[src/rtl/nand_ecc_pkg.sv]
package nand_ecc_pkg;

  localparam int CODE_W = 24;
  localparam int WORD_W = 32;
  localparam int BIT_W  = 3;
  localparam int FIXABLE_WEIGHT = 12;
  localparam logic [WORD_W-1:0] BLANK_SPREAD = 32'h0FFF_0FFF;

  typedef enum logic [1:0] {
    ST_CLEAN   = 2'd0,
    ST_FIXED   = 2'd1,
    ST_ECC_BAD = 2'd2,
    ST_UNCORR  = 2'd3
  } ecc_status_e;

  // Separate column parity (low half) from line parity (high half).
  function automatic logic [WORD_W-1:0] spread_code(input logic [CODE_W-1:0] c);
    logic [WORD_W-1:0] w;
    w = '0;
    w[7:0]   = c[7:0];
    w[23:16] = c[15:8];
    w[27:24] = c[23:20];
    w[11:8]  = c[19:16];
    return w;
  endfunction

  function automatic int unsigned ones_in(input logic [WORD_W-1:0] v);
    int unsigned n;
    n = 0;
    for (int i = 0; i < WORD_W; i++) n += int'(v[i]);
    return n;
  endfunction

endpackage

[src/rtl/nand_ecc_syndrome.sv]
module nand_ecc_syndrome
  import nand_ecc_pkg::*;
(
  input  logic [CODE_W-1:0] stored_ecc,
  input  logic [CODE_W-1:0] calc_ecc,
  output logic [WORD_W-1:0] syndrome,
  output logic              blank_hit
);
  logic [WORD_W-1:0] stored_w;
  logic [WORD_W-1:0] calc_w;

  always_comb begin
    stored_w  = spread_code(stored_ecc);
    calc_w    = spread_code(calc_ecc);
    syndrome  = stored_w ^ calc_w;
    blank_hit = (stored_w == BLANK_SPREAD) && (calc_w == '0);
  end
endmodule

[src/rtl/nand_ecc_popstage.sv]
module nand_ecc_popstage #(
  parameter int WIDTH   = 32,
  parameter int GROUP_W = 8
) (
  input  logic                        clk,
  input  logic                        rst_n,
  input  logic                        en,
  input  logic [WIDTH-1:0]            word,
  output logic [WIDTH/GROUP_W-1:0][$clog2(GROUP_W+1)-1:0] part
);
  localparam int GROUPS = WIDTH / GROUP_W;
  localparam int PART_W = $clog2(GROUP_W + 1);

  for (genvar g = 0; g < GROUPS; g++) begin : g_grp
    logic [PART_W-1:0] cnt;
    always_comb begin
      cnt = '0;
      for (int b = 0; b < GROUP_W; b++)
        cnt = cnt + PART_W'(word[g*GROUP_W + b]);
    end
    always_ff @(posedge clk) begin
      if (!rst_n)  part[g] <= '0;
      else if (en) part[g] <= cnt;
    end
  end
endmodule

[src/rtl/nand_ecc_classify.sv]
module nand_ecc_classify
  import nand_ecc_pkg::*;
#(
  parameter int GROUPS = 4,
  parameter int PART_W = 4,
  parameter int BYTE_W = 9
) (
  input  logic                           clk,
  input  logic                           rst_n,
  input  logic                           s1_valid,
  input  logic [WORD_W-1:0]              s1_syndrome,
  input  logic                           s1_blank,
  input  logic [GROUPS-1:0][PART_W-1:0]  part,
  output logic                           res_valid,
  output ecc_status_e                    res_status,
  output logic [BYTE_W-1:0]              res_byte,
  output logic [BIT_W-1:0]               res_bit
);
  localparam int SUM_W = $clog2(WORD_W + 1);

  logic [SUM_W-1:0] weight;
  ecc_status_e      status_nx;

  always_comb begin
    weight = '0;
    for (int g = 0; g < GROUPS; g++) weight = weight + SUM_W'(part[g]);
    if (weight == '0 || s1_blank)           status_nx = ST_CLEAN;
    else if (weight == SUM_W'(FIXABLE_WEIGHT)) status_nx = ST_FIXED;
    else if (weight == SUM_W'(1))          status_nx = ST_ECC_BAD;
    else                                   status_nx = ST_UNCORR;
  end

  always_ff @(posedge clk) begin
    if (!rst_n) begin
      res_valid  <= 1'b0;
      res_status <= ST_CLEAN;
      res_byte   <= '0;
      res_bit    <= '0;
    end else begin
      res_valid <= s1_valid;
      if (s1_valid) begin
        res_status <= status_nx;
        if (status_nx == ST_FIXED) begin
          res_byte <= s1_syndrome[16+BIT_W +: BYTE_W];
          res_bit  <= s1_syndrome[16 +: BIT_W];
        end else begin
          res_byte <= '0;
          res_bit  <= '0;
        end
      end
    end
  end
endmodule

[src/rtl/nand_ecc_fix.sv]
module nand_ecc_fix
  import nand_ecc_pkg::*;
#(
  parameter int BYTE_W = 9
) (
  input  ecc_status_e       status,
  input  logic [BYTE_W-1:0] loc_byte,
  input  logic [BIT_W-1:0]  loc_bit,
  input  logic [BYTE_W-1:0] dat_addr,
  input  logic [7:0]        dat_in,
  output logic [7:0]        dat_out,
  output logic              hit
);
  logic [7:0] mask;
  always_comb begin
    hit     = (status == ST_FIXED) && (dat_addr == loc_byte);
    mask    = 8'(1) << loc_bit;
    dat_out = hit ? (dat_in ^ mask) : dat_in;
  end
endmodule

[src/rtl/nand_ecc_check.sv]
module nand_ecc_check
  import nand_ecc_pkg::*;
#(
  parameter int CHUNK_BYTES = 512,
  parameter int POP_GROUP   = 8
) (
  input  logic        clk,
  input  logic        rst_n,
  input  logic        in_valid,
  input  logic [23:0] stored_ecc,
  input  logic [23:0] calc_ecc,
  output logic        res_valid,
  output logic [1:0]  res_status,
  output logic [8:0]  res_byte,
  output logic [2:0]  res_bit,
  input  logic [8:0]  dat_addr,
  input  logic [7:0]  dat_in,
  output logic [7:0]  dat_out
);
  localparam int BYTE_W = $clog2(CHUNK_BYTES);
  localparam int GROUPS = WORD_W / POP_GROUP;
  localparam int PART_W = $clog2(POP_GROUP + 1);

  // Named internal events, visible to the bound checker.
  logic [WORD_W-1:0]             syn_now;
  logic                          blank_now;
  logic                          s1_valid;
  logic [WORD_W-1:0]             s1_syndrome;
  logic                          s1_blank;
  logic [GROUPS-1:0][PART_W-1:0] s1_part;
  ecc_status_e                   st_q;
  logic                          fix_hit;

  nand_ecc_syndrome u_syn (
    .stored_ecc (stored_ecc),
    .calc_ecc   (calc_ecc),
    .syndrome   (syn_now),
    .blank_hit  (blank_now)
  );

  nand_ecc_popstage #(.WIDTH(WORD_W), .GROUP_W(POP_GROUP)) u_pop (
    .clk   (clk),
    .rst_n (rst_n),
    .en    (in_valid),
    .word  (syn_now),
    .part  (s1_part)
  );

  always_ff @(posedge clk) begin
    if (!rst_n) begin
      s1_valid    <= 1'b0;
      s1_syndrome <= '0;
      s1_blank    <= 1'b0;
    end else begin
      s1_valid <= in_valid;
      if (in_valid) begin
        s1_syndrome <= syn_now;
        s1_blank    <= blank_now;
      end
    end
  end

  nand_ecc_classify #(.GROUPS(GROUPS), .PART_W(PART_W), .BYTE_W(BYTE_W)) u_cls (
    .clk         (clk),
    .rst_n       (rst_n),
    .s1_valid    (s1_valid),
    .s1_syndrome (s1_syndrome),
    .s1_blank    (s1_blank),
    .part        (s1_part),
    .res_valid   (res_valid),
    .res_status  (st_q),
    .res_byte    (res_byte),
    .res_bit     (res_bit)
  );

  assign res_status = st_q;

  nand_ecc_fix #(.BYTE_W(BYTE_W)) u_fix (
    .status   (st_q),
    .loc_byte (res_byte),
    .loc_bit  (res_bit),
    .dat_addr (dat_addr),
    .dat_in   (dat_in),
    .dat_out  (dat_out),
    .hit      (fix_hit)
  );
endmodule

[config.mk]
export PLATFORM = sky130hd
export DESIGN_NAME = nand_ecc_check
export DESIGN_NICKNAME = d
export VERILOG_FILES = /design/src/rtl/nand_ecc_pkg.sv /design/src/rtl/nand_ecc_syndrome.sv /design/src/rtl/nand_ecc_popstage.sv /design/src/rtl/nand_ecc_classify.sv /design/src/rtl/nand_ecc_fix.sv /design/src/rtl/nand_ecc_check.sv
export SDC_FILE = /design/constraint.sdc
export NUM_CORES = 1
export LEC_CHECK = 0
export BUFFER_PORTS_ARGS = -buffer_cell sky130_fd_sc_hd__buf_4
export CAP_MARGIN = 20
export CORE_AREA = 2 2 88 90
export CTS_CLUSTER_DIAMETER = 40
export DETAILED_ROUTE_END_ITERATION = 16
export DIE_AREA = 0 0 90 92
export PLACE_DENSITY = 0.92
export REMOVE_ABC_BUFFERS = 1
export SYNTH_ARGS = -nofsm -noshare
export SYNTH_HDL_FRONTEND = slang
export SYNTH_HIERARCHICAL = 1
export SYNTH_SLANG_ARGS = --single-unit
[constraint.sdc]
create_clock -name clk -period 6.4 [get_ports clk]
set_input_delay 0 -clock clk [delete_from_list [all_inputs] [get_ports clk]]
set_output_delay 0 -clock clk [all_outputs]
set_load 0.05 [all_outputs]
-- Word level (Yosys, flattened, before mapping)
Cells that the tools add are included.
- register bits after elaboration: 61
- input port bits: 68
- word-level logic and storage cells: 62
- output and inout bits: 23
- $add $sub $neg: 31
- reductions and logical operators: 5
- shift-type cells: 1
- eq/ne operators: 6
- bitwise operators: 2
- multiplexer cells: 6
- operators with widths (operator ; count):
    4-bit by 1-bit adder with 4-bit output ; 16
    28-bit bitwise XOR ; 1
    24-bit == test, second input constant ; 1
    24-bit logical NOT ; 1
    4-bit by 1-bit adder with 4-bit output, second input constant ; 4
    2-bit by 1-bit adder with 3-bit output ; 4
    6-bit by 4-bit adder with 6-bit output ; 2
    9-bit == test ; 1
    9-bit two-way mux ; 1
    1-bit by 1-bit adder with 2-bit output ; 4
    8-bit two-way mux ; 1
    1-bit by 3-bit << shifter with 8-bit output, first input constant ; 1
    8-bit bitwise XOR ; 1
    6-bit by 1-bit == test with 1-bit output, second input constant ; 1
    6-bit by 4-bit == test with 1-bit output, second input constant ; 1
    6-bit logical NOT ; 1
    4-bit by 4-bit adder with 5-bit output ; 1
    2-bit by 1-bit == test with 1-bit output, second input constant ; 2
    2-bit two-way mux ; 2
    3-bit two-way mux ; 1
    1-bit logical AND ; 2
    1-bit logical OR ; 1
    1-bit two-way mux ; 1

-- Depth between registers and ports, before layout
Gate-level depths: netlist of run 1.
- word-level depth: 9
- mapped depth: 11

-- Cells and area by module
The synthesis of run 1 kept the hierarchy.
- by module, submodules not included (module ; instances ; area each (um^2) ; cells an instance):
    nand_ecc_check ; 1 ; 1306.3 ; 108
    nand_ecc_popstage ; 1 ; 1302.5 ; 134
    nand_ecc_classify ; 1 ; 860.8 ; 80
    nand_ecc_syndrome ; 1 ; 442.9 ; 50
    nand_ecc_fix ; 1 ; 430.4 ; 46

-- Least setup slack after synthesis of run 1
No wires, ideal clock.
- path type: register to register
- from: reg u_pop/part[1] (netlist bit)
- to: reg u_cls.res_bit[1]
- arrival: 3.012 ns
- cell stages (with the launch flop): 11
- setup slack: 3.327 ns
- buffers on the path: 1
- path through: dfxtp_1 -> inv_1 -> fa_1 -> inv_1 -> fa_1 -> ha_1 -> fa_1 -> or4b_4 -> a21oi_2 -> buf_6 -> a22o_1
- word-level cells in the longest chain between the ends: 9
- elaborated cells between the ends (all ways): 12
- classes of those cells: add/sub (3); eq/ne (3); mux (4); reduce/logical (2)
- RTL lines (element ; line ; RTL):
    start: declaration ; nand_ecc_popstage.sv:9 ; output logic [WIDTH/GROUP_W-1:0][$clog2(GROUP_W+1)-1:0] part
    start signal: indexed assignment ; nand_ecc_popstage.sv:23 ; else if (en) part[g] <= cnt;
    4-bit by 4-bit adder with 5-bit output (*) ; nand_ecc_classify.sv:26 ; for (int g = 0; g < GROUPS; g++) weight = weight + SUM_W'(part[g]);
    6-bit by 4-bit adder with 6-bit output (*) (2 in a row) ; nand_ecc_classify.sv:26 ;
    6-bit by 1-bit == test with 1-bit output ; nand_ecc_classify.sv:29 ; else if (weight == SUM_W'(1)) status_nx = ST_ECC_BAD;
    1-bit two-way mux ; nand_ecc_classify.sv:29 ;
    2-bit two-way mux ; nand_ecc_classify.sv:28 ; else if (weight == SUM_W'(FIXABLE_WEIGHT)) status_nx = ST_FIXED;
    2-bit two-way mux (*) ; nand_ecc_classify.sv:27 ; if (weight == '0 || s1_blank) status_nx = ST_CLEAN;
    2-bit by 1-bit == test with 1-bit output (*) ; nand_ecc_classify.sv:43 ; if (status_nx == ST_FIXED) begin
    3-bit two-way mux (*) ; nand_ecc_classify.sv:43 ;
    end signal: assignment ; nand_ecc_classify.sv:45 ; res_bit <= s1_syndrome[16 +: BIT_W];
    end: declaration ; nand_ecc_classify.sv:17 ; output logic [BIT_W-1:0] res_bit
Mark *: on every way between the ends. The rest lies on a longest branch, timed or not.
A chain may end at the register's enable or synchronous reset.

-- Worst setup path in the final report of run 1
- from: reg u_pop/part[1] (netlist bit)
- to: reg u_cls.res_byte[7]
- word-level cells in the longest chain between the ends: 9
- elaborated cells between the ends (all ways): 12
- classes of those cells: add/sub (3); eq/ne (3); mux (4); reduce/logical (2)
- RTL lines (element ; line ; RTL):
    4-bit by 4-bit adder with 5-bit output (*) ; nand_ecc_classify.sv:26 ;
    6-bit by 4-bit adder with 6-bit output (*) (2 in a row) ; nand_ecc_classify.sv:26 ;
    6-bit by 1-bit == test with 1-bit output ; nand_ecc_classify.sv:29 ;
    1-bit two-way mux ; nand_ecc_classify.sv:29 ;
    2-bit two-way mux ; nand_ecc_classify.sv:28 ;
    2-bit two-way mux (*) ; nand_ecc_classify.sv:27 ;
    2-bit by 1-bit == test with 1-bit output (*) ; nand_ecc_classify.sv:43 ;
    9-bit two-way mux (*) ; nand_ecc_classify.sv:43 ;
    end signal: assignment ; nand_ecc_classify.sv:44 ; res_byte <= s1_syndrome[16+BIT_W +: BYTE_W];
    end: declaration ; nand_ecc_classify.sv:16 ; output logic [BYTE_W-1:0] res_byte,
Marks and branches as above.

==> run summary, run 1 <==
post-DR wirelength/cell: 14.2 um
VDD IR-drop max: 0.136 mV
Critical Path AT: 3670 ps
Rel. slew slack: 43.1%
Post-CTS Resized: 0
CP max FO: 12
Slew Limit Fails: 0
Num CTS Buffers: 5
vias in the first global route: 2759
fill cell count: 620
Cell Chain, Critical Path: inv_1 > fa_1 > inv_1 > fa_1 > ha_1 > fa_1 > or4b_4 > a21oi_2 > a22o_1
Pleak: 2.03 nW
Final Cycle Share: 53.4%
switching component of the power: 0.477 mW
Finished Core Util: 57.9%
Die ar.: 0.00828 mm2
initial antenna violation count: 0
actual slew at the worst max-slew pin: 851 ps
die span in x: 90 um
drt first pass iters: 4
Worst-Skew Late Latency: 310 ps
CTS tree: built
setup TNS: 0 ps
Via density: 5.04
Mapped Area: 0.00358 mm2
Combinational Power Share: 53.6%
Power Total: 1.13 mW
global placement routability congestion: 0.793
startpoint types: register
internal power: 0.655 mW
met1 Usage GRT: 23.9%
Layout area overhead: 20.4%
final non-filler cell total: 540
clock-pin transition on the worst setup and hold timing paths: 100 ps
Worst Hold Class: primary input to register
Critical Path Max Stage Delay: 560 ps
syn avg cell area: 10.1 um2
WL final: 7.66 mm
layout cells sized above 1: 28.5%
Residual DRC: 0
Critical Path Most Common Cell: fa_1
H-tree lvl count: 2
Yosys warning count: 6
Sequential Power Share: 30.0%
placed cells: 532
switching share of power: 42.2%
Remaining Overflow, GRT: 0
Final Critical Period: 3420 ps
hold-fix buffer count after cts: 0
antenna-violating nets left: 0
DP Wirelength: 6.27 mm
n_diodes: 0
initial DRC count: 68
clock sink total: 45
Root Driver: clkbuf_8
CP endpoint kind: register
first-pass GRT wire length: 12.8 mm
GRT Total Usage: 19.2%
synthesized instance count: 354
Initial Util: 48.1%
Crit path max-delay family: adder cells
met2 Resource Use GR: 32.8%
Max Cap Viol: 0
Power Dens Cells: 262 mW/mm2
Max Clk Rate: 293 MHz
Crit Path Class: register to register
clock power share: 16.4%
post-CTS setup buffer count: 0
RSZ-0062 raised after global routing: false
IO Count: 91
Buffers on Ports: 90
CP bufs+invs: 2
clock skew: 8.30 ps
final hold slack: 64.7 ps
core area: 0.00745 mm2
Die Y: 92 um
Nets: 546
largest net degree at the start of global routing: 40
CP required: 6650 ps
clk buf depth: 2
status: complete, no violations
# setup viols final: 0
met3 Usage GRT: 4.27%
slowest CP cell: or4b_4
Vias: 2724
Core Rows: 32
gr busiest metal: met2
Final Hold Vio Count: 0
## flip-flops by register name, summed over array words and instances, names as in the netlist
name and cells:
u_cls/res_bit 3, u_cls/res_status 2, s1_blank 1, u_cls/res_byte 9, s1_syndrome 12, s1_valid 1, u_cls/res_valid 1, u_pop/part 16
## layout make-up
| type | instances | area (um2) | area share [%] |
|---|---|---|---|
| clock buffer | 5 | 68.8 | 1.60 |
| clock inverter | 3 | 25.0 | 0.580 |
| inverter | 56 | 210 | 4.87 |
| multi-input combinational | 239 | 2310 | 53.5 |
| sequential | 45 | 901 | 20.9 |
| tap | 102 | 128 | 2.96 |
| timing repair buffer | 90 | 676 | 15.7 |
## tightest hold or removal path: cells and delay by family
| family | cells | cell delay (ps) |
|---|---|---|
| xor gates and xnor gates | 1 | 70 |
| buffers and inverters | 1 | 90 |
| muxes | 1 | 130 |
| and+or+nand+nor | 1 | 50 |
## path summary, 6_finish.rpt
| check | start | end | slack [ps] | depth (start not counted) |
|---|---|---|---|---|
| setup reg to reg | u_pop/part[1] | u_cls/res_byte[7] | 2980 | 9 |
| hold reg to reg | s1_syndrome[22] | u_cls/res_byte[3] | 480 | 1 |
| hold / removal | calc_ecc[14] | s1_syndrome[22] | 60 | 4 |
| setup / recovery | u_pop/part[1] | u_cls/res_byte[7] | 2980 | 9 |
## cell usage in the layout (no fill, tap or decap), drive strengths merged, types with 2 or more instances in the layout
cell type / instances
o211a: 4
a21oi: 9
nand3: 7
inv: 57
nor2b: 20
mux2i: 17
a22o: 12
nor4: 10
nand3b: 9
nand4: 7
fa: 24
and4bb: 6
buf: 90
xor2: 37
xnor2: 8
ha: 17
nand4b: 3
nor3b: 3
o21ai: 9
nand2: 7
o211ai: 2
dfxtp: 45
nor2: 3
nor4bb: 3
conb: 8
and2: 2
clkbuf: 5
## power by group through the flow
| stage | clock, mW | sequential (mW) | combinational (mW) |
|---|---|---|---|
| after global placement | 0 | 0.345 | 0.559 |
| after floorplan | 0 | 0.361 | 0.409 |
| after global routing | 0.201 | 0.346 | 0.672 |
| after CTS | 0.189 | 0.341 | 0.600 |
| after detailed placement | 0 | 0.347 | 0.593 |
| final | 0.186 | 0.340 | 0.606 |
## metal layers
layer / up-vias / share of wire, %
met4: 0 / 2.3
met1: 1306 / 43
met5: - / 0
met3: 12 / 4.7
met2: 75 / 50
li1: 1331 / -
## per-stage QoR
stage / worst slack [ps] / cell area, um2
final: 2980 / 4310
after global routing: 2830 / 4310
after detailed placement: 3010 / 4220
after floorplan: 3240 / 3420
after global placement: 3100 / 4220
after CTS: 2970 / 4310
Power figures use the tool's default switching activity.
==> run 2: changes to the inputs <==
Settings changed: CORE_AREA 2 2 88 90 to 2 2 92 94, DIE_AREA 0 0 90 92 to 0 0 94 96, PLACE_DENSITY 0.92 to 0.85.
Clock period 6.4 ns to 3.5 ns, I/O delays scaled along.
==> run summary, run 2 (synthesis results as in run 1) <==
status: complete, no violations (unchanged)
Final Hold Vio Count: 0 (unchanged)
Post-CTS Resized: 0 (unchanged)
Core Rows: 33 (was 32)
CP endpoint kind: register (unchanged)
global placement routability congestion: 0.871 (was 0.793)
post-CTS setup buffer count: 0 (unchanged)
Crit Path Class: register to register (unchanged)
Pleak: 2.05 nW (was 2.03 nW)
CP required: 3750 ps (was 6650 ps)
n_diodes: 0 (unchanged)
Largest Register: u_pop/part (unchanged)
layout cells sized above 1: 28.7% (was 28.5%)
clk buf depth: 2 (unchanged)
vias in the first global route: 2611 (was 2759)
Max Clk Rate: 311 MHz (was 293 MHz)
clock skew: 7.68 ps (was 8.30 ps)
H-tree lvl count: 2 (unchanged)
die span in x: 94 um (was 90 um)
Vias: 2722 (was 2724)
actual slew at the worst max-slew pin: 811 ps (was 851 ps)
clock sink total: 45 (unchanged)
Die Y: 96 um (was 92 um)
DP Wirelength: 6.44 mm (was 6.27 mm)
core area: 0.00805 mm2 (was 0.00745 mm2)
commonest non-fill, non-tap cell in the layout: buf_4 (unchanged)
Initial Util: 44.5% (was 48.1%)
first-pass GRT wire length: 12.0 mm (was 12.8 mm)
Max Cap Viol: 0 (unchanged)
startpoint types: register (unchanged)
Via density: 5.00 (was 5.04)
Slew Limit Fails: 0 (unchanged)
setup TNS: 0 ps (unchanged)
post-DR wirelength/cell: 14.3 um (was 14.2 um)
pre-CTS WS: 339 ps (was 3010 ps)
Rel. slew slack: 45.8% (was 43.1%)
initial antenna violation count: 0 (unchanged)
WL final: 7.76 mm (was 7.66 mm)
Root Driver: clkbuf_8 (unchanged)
Nets: 547 (was 546)
biggest regs: u_pop/part: 16 flops, s1_syndrome: 12 flops, u_cls/res_byte: 9 flops (unchanged)
Buffers on Ports: 90 (unchanged)
final setup margin: 285 ps (was 2980 ps)
Layout area overhead: 21.3% (was 20.4%)
RSZ-0062 raised after global routing: false (unchanged)
CP max FO: 12 (unchanged)
number of flip-flops in the largest register: 16 (unchanged)
Die ar.: 0.00902 mm2 (was 0.00828 mm2)
# setup viols final: 0 (unchanged)
Final Cycle Share: 91.9% (was 53.4%)
Worst-Skew Late Latency: 300 ps (was 310 ps)
GRT Total Usage: 17.0% (was 19.2%)
Critical Path AT: 3460 ps (was 3670 ps)
hold-fix buffer count after cts: 0 (unchanged)
Power Dens Cells: 488 mW/mm2 (was 262 mW/mm2)
Worst Hold Class: primary input to register (unchanged)
area post-placement: 0.00423 mm2 (was 0.00422 mm2)
drt first pass iters: 7 (was 4)
VDD IR-drop max: 0.266 mV (was 0.136 mV)
Final Critical Period: 3220 ps (was 3420 ps)
post-route cell area: 0.00435 mm2 (was 0.00431 mm2)
clock-pin transition on the worst setup and hold timing paths: 90 ps (was 100 ps)
IO Count: 91 (unchanged)
initial DRC count: 73 (was 68)
Residual DRC: 0 (unchanged)
CTS tree: built (unchanged)
most frequent cells in the layout: buf_4 (91), inv_1 (55), dfxtp_1 (45) (was buf_4 (90), inv_1 (55), dfxtp_1 (45))
antenna-violating nets left: 0 (unchanged)
Num CTS Buffers: 5 (unchanged)
largest net degree at the start of global routing: 40 (unchanged)
Remaining Overflow, GRT: 0 (unchanged)
==> run 2: final timing paths <==
path                   startpoint           endpoint  slack, ps  cells after the start
setup / recovery    u_pop/part[5]   u_cls/res_bit[1]        280                     10
hold / removal       calc_ecc[14]    s1_syndrome[22]         80                      4
setup reg to reg    u_pop/part[5]   u_cls/res_bit[1]        280                     10
hold reg to reg   s1_syndrome[23]  u_cls/res_byte[4]        480                      1
==> run 2: stage by stage <==
step | instances | util, % | hold slack (ps) | power (mW)
final | 544 | 54.0 | 83.0 | 2.12
after floorplan | 340 | - | 122 | 1.41
after detailed placement | 536 | 52.6 | 315 | 1.72
after global placement | 536 | 52.6 | 315 | 1.66
after CTS | 544 | 54.0 | 78.8 | 2.13
after global routing | 544 | 54.0 | 83.7 | 2.29
==> run 2: area by class of cell <==
class / count / area, um2
clock inverter: 3 / 46.3
sequential: 45 / 901
inverter: 56 / 210
clock buffer: 5 / 68.8
tap: 105 / 131
fill: 724 / 3700
timing repair buffer: 91 / 683
multi-input combinational: 239 / 2310
==> run 2: layer usage <==
metal	share of wire (%)	track usage, %	up-vias	wire (um)
met3	5.1	3.45	10	395
met2	53	30.7	88	4150
met1	40	20.6	1285	3130
met4	1.1	4.95	0	88
li1	-	-	1339	-
met5	0	0	-	0
==> run 2: where the power goes <==
part,total [mW],leakage [nW],internal [mW],switching [mW]
combinational,1.10,1.62,0.478,0.626
sequential,0.624,0.368,0.577,0.0472
clock,0.394,0.0543,0.214,0.180
total,2.12,2.05,1.27,0.853
==> run 2: critical path, cell delays in order (launching register included) <==
cell and delay [ps]:
dfxtp_1 350, inv_1 70, fa_1 490, inv_1 50, fa_1 450, ha_1 250
fa_1 470, or4b_4 570, a21oi_2 140, buf_4 190, a22o_1 140
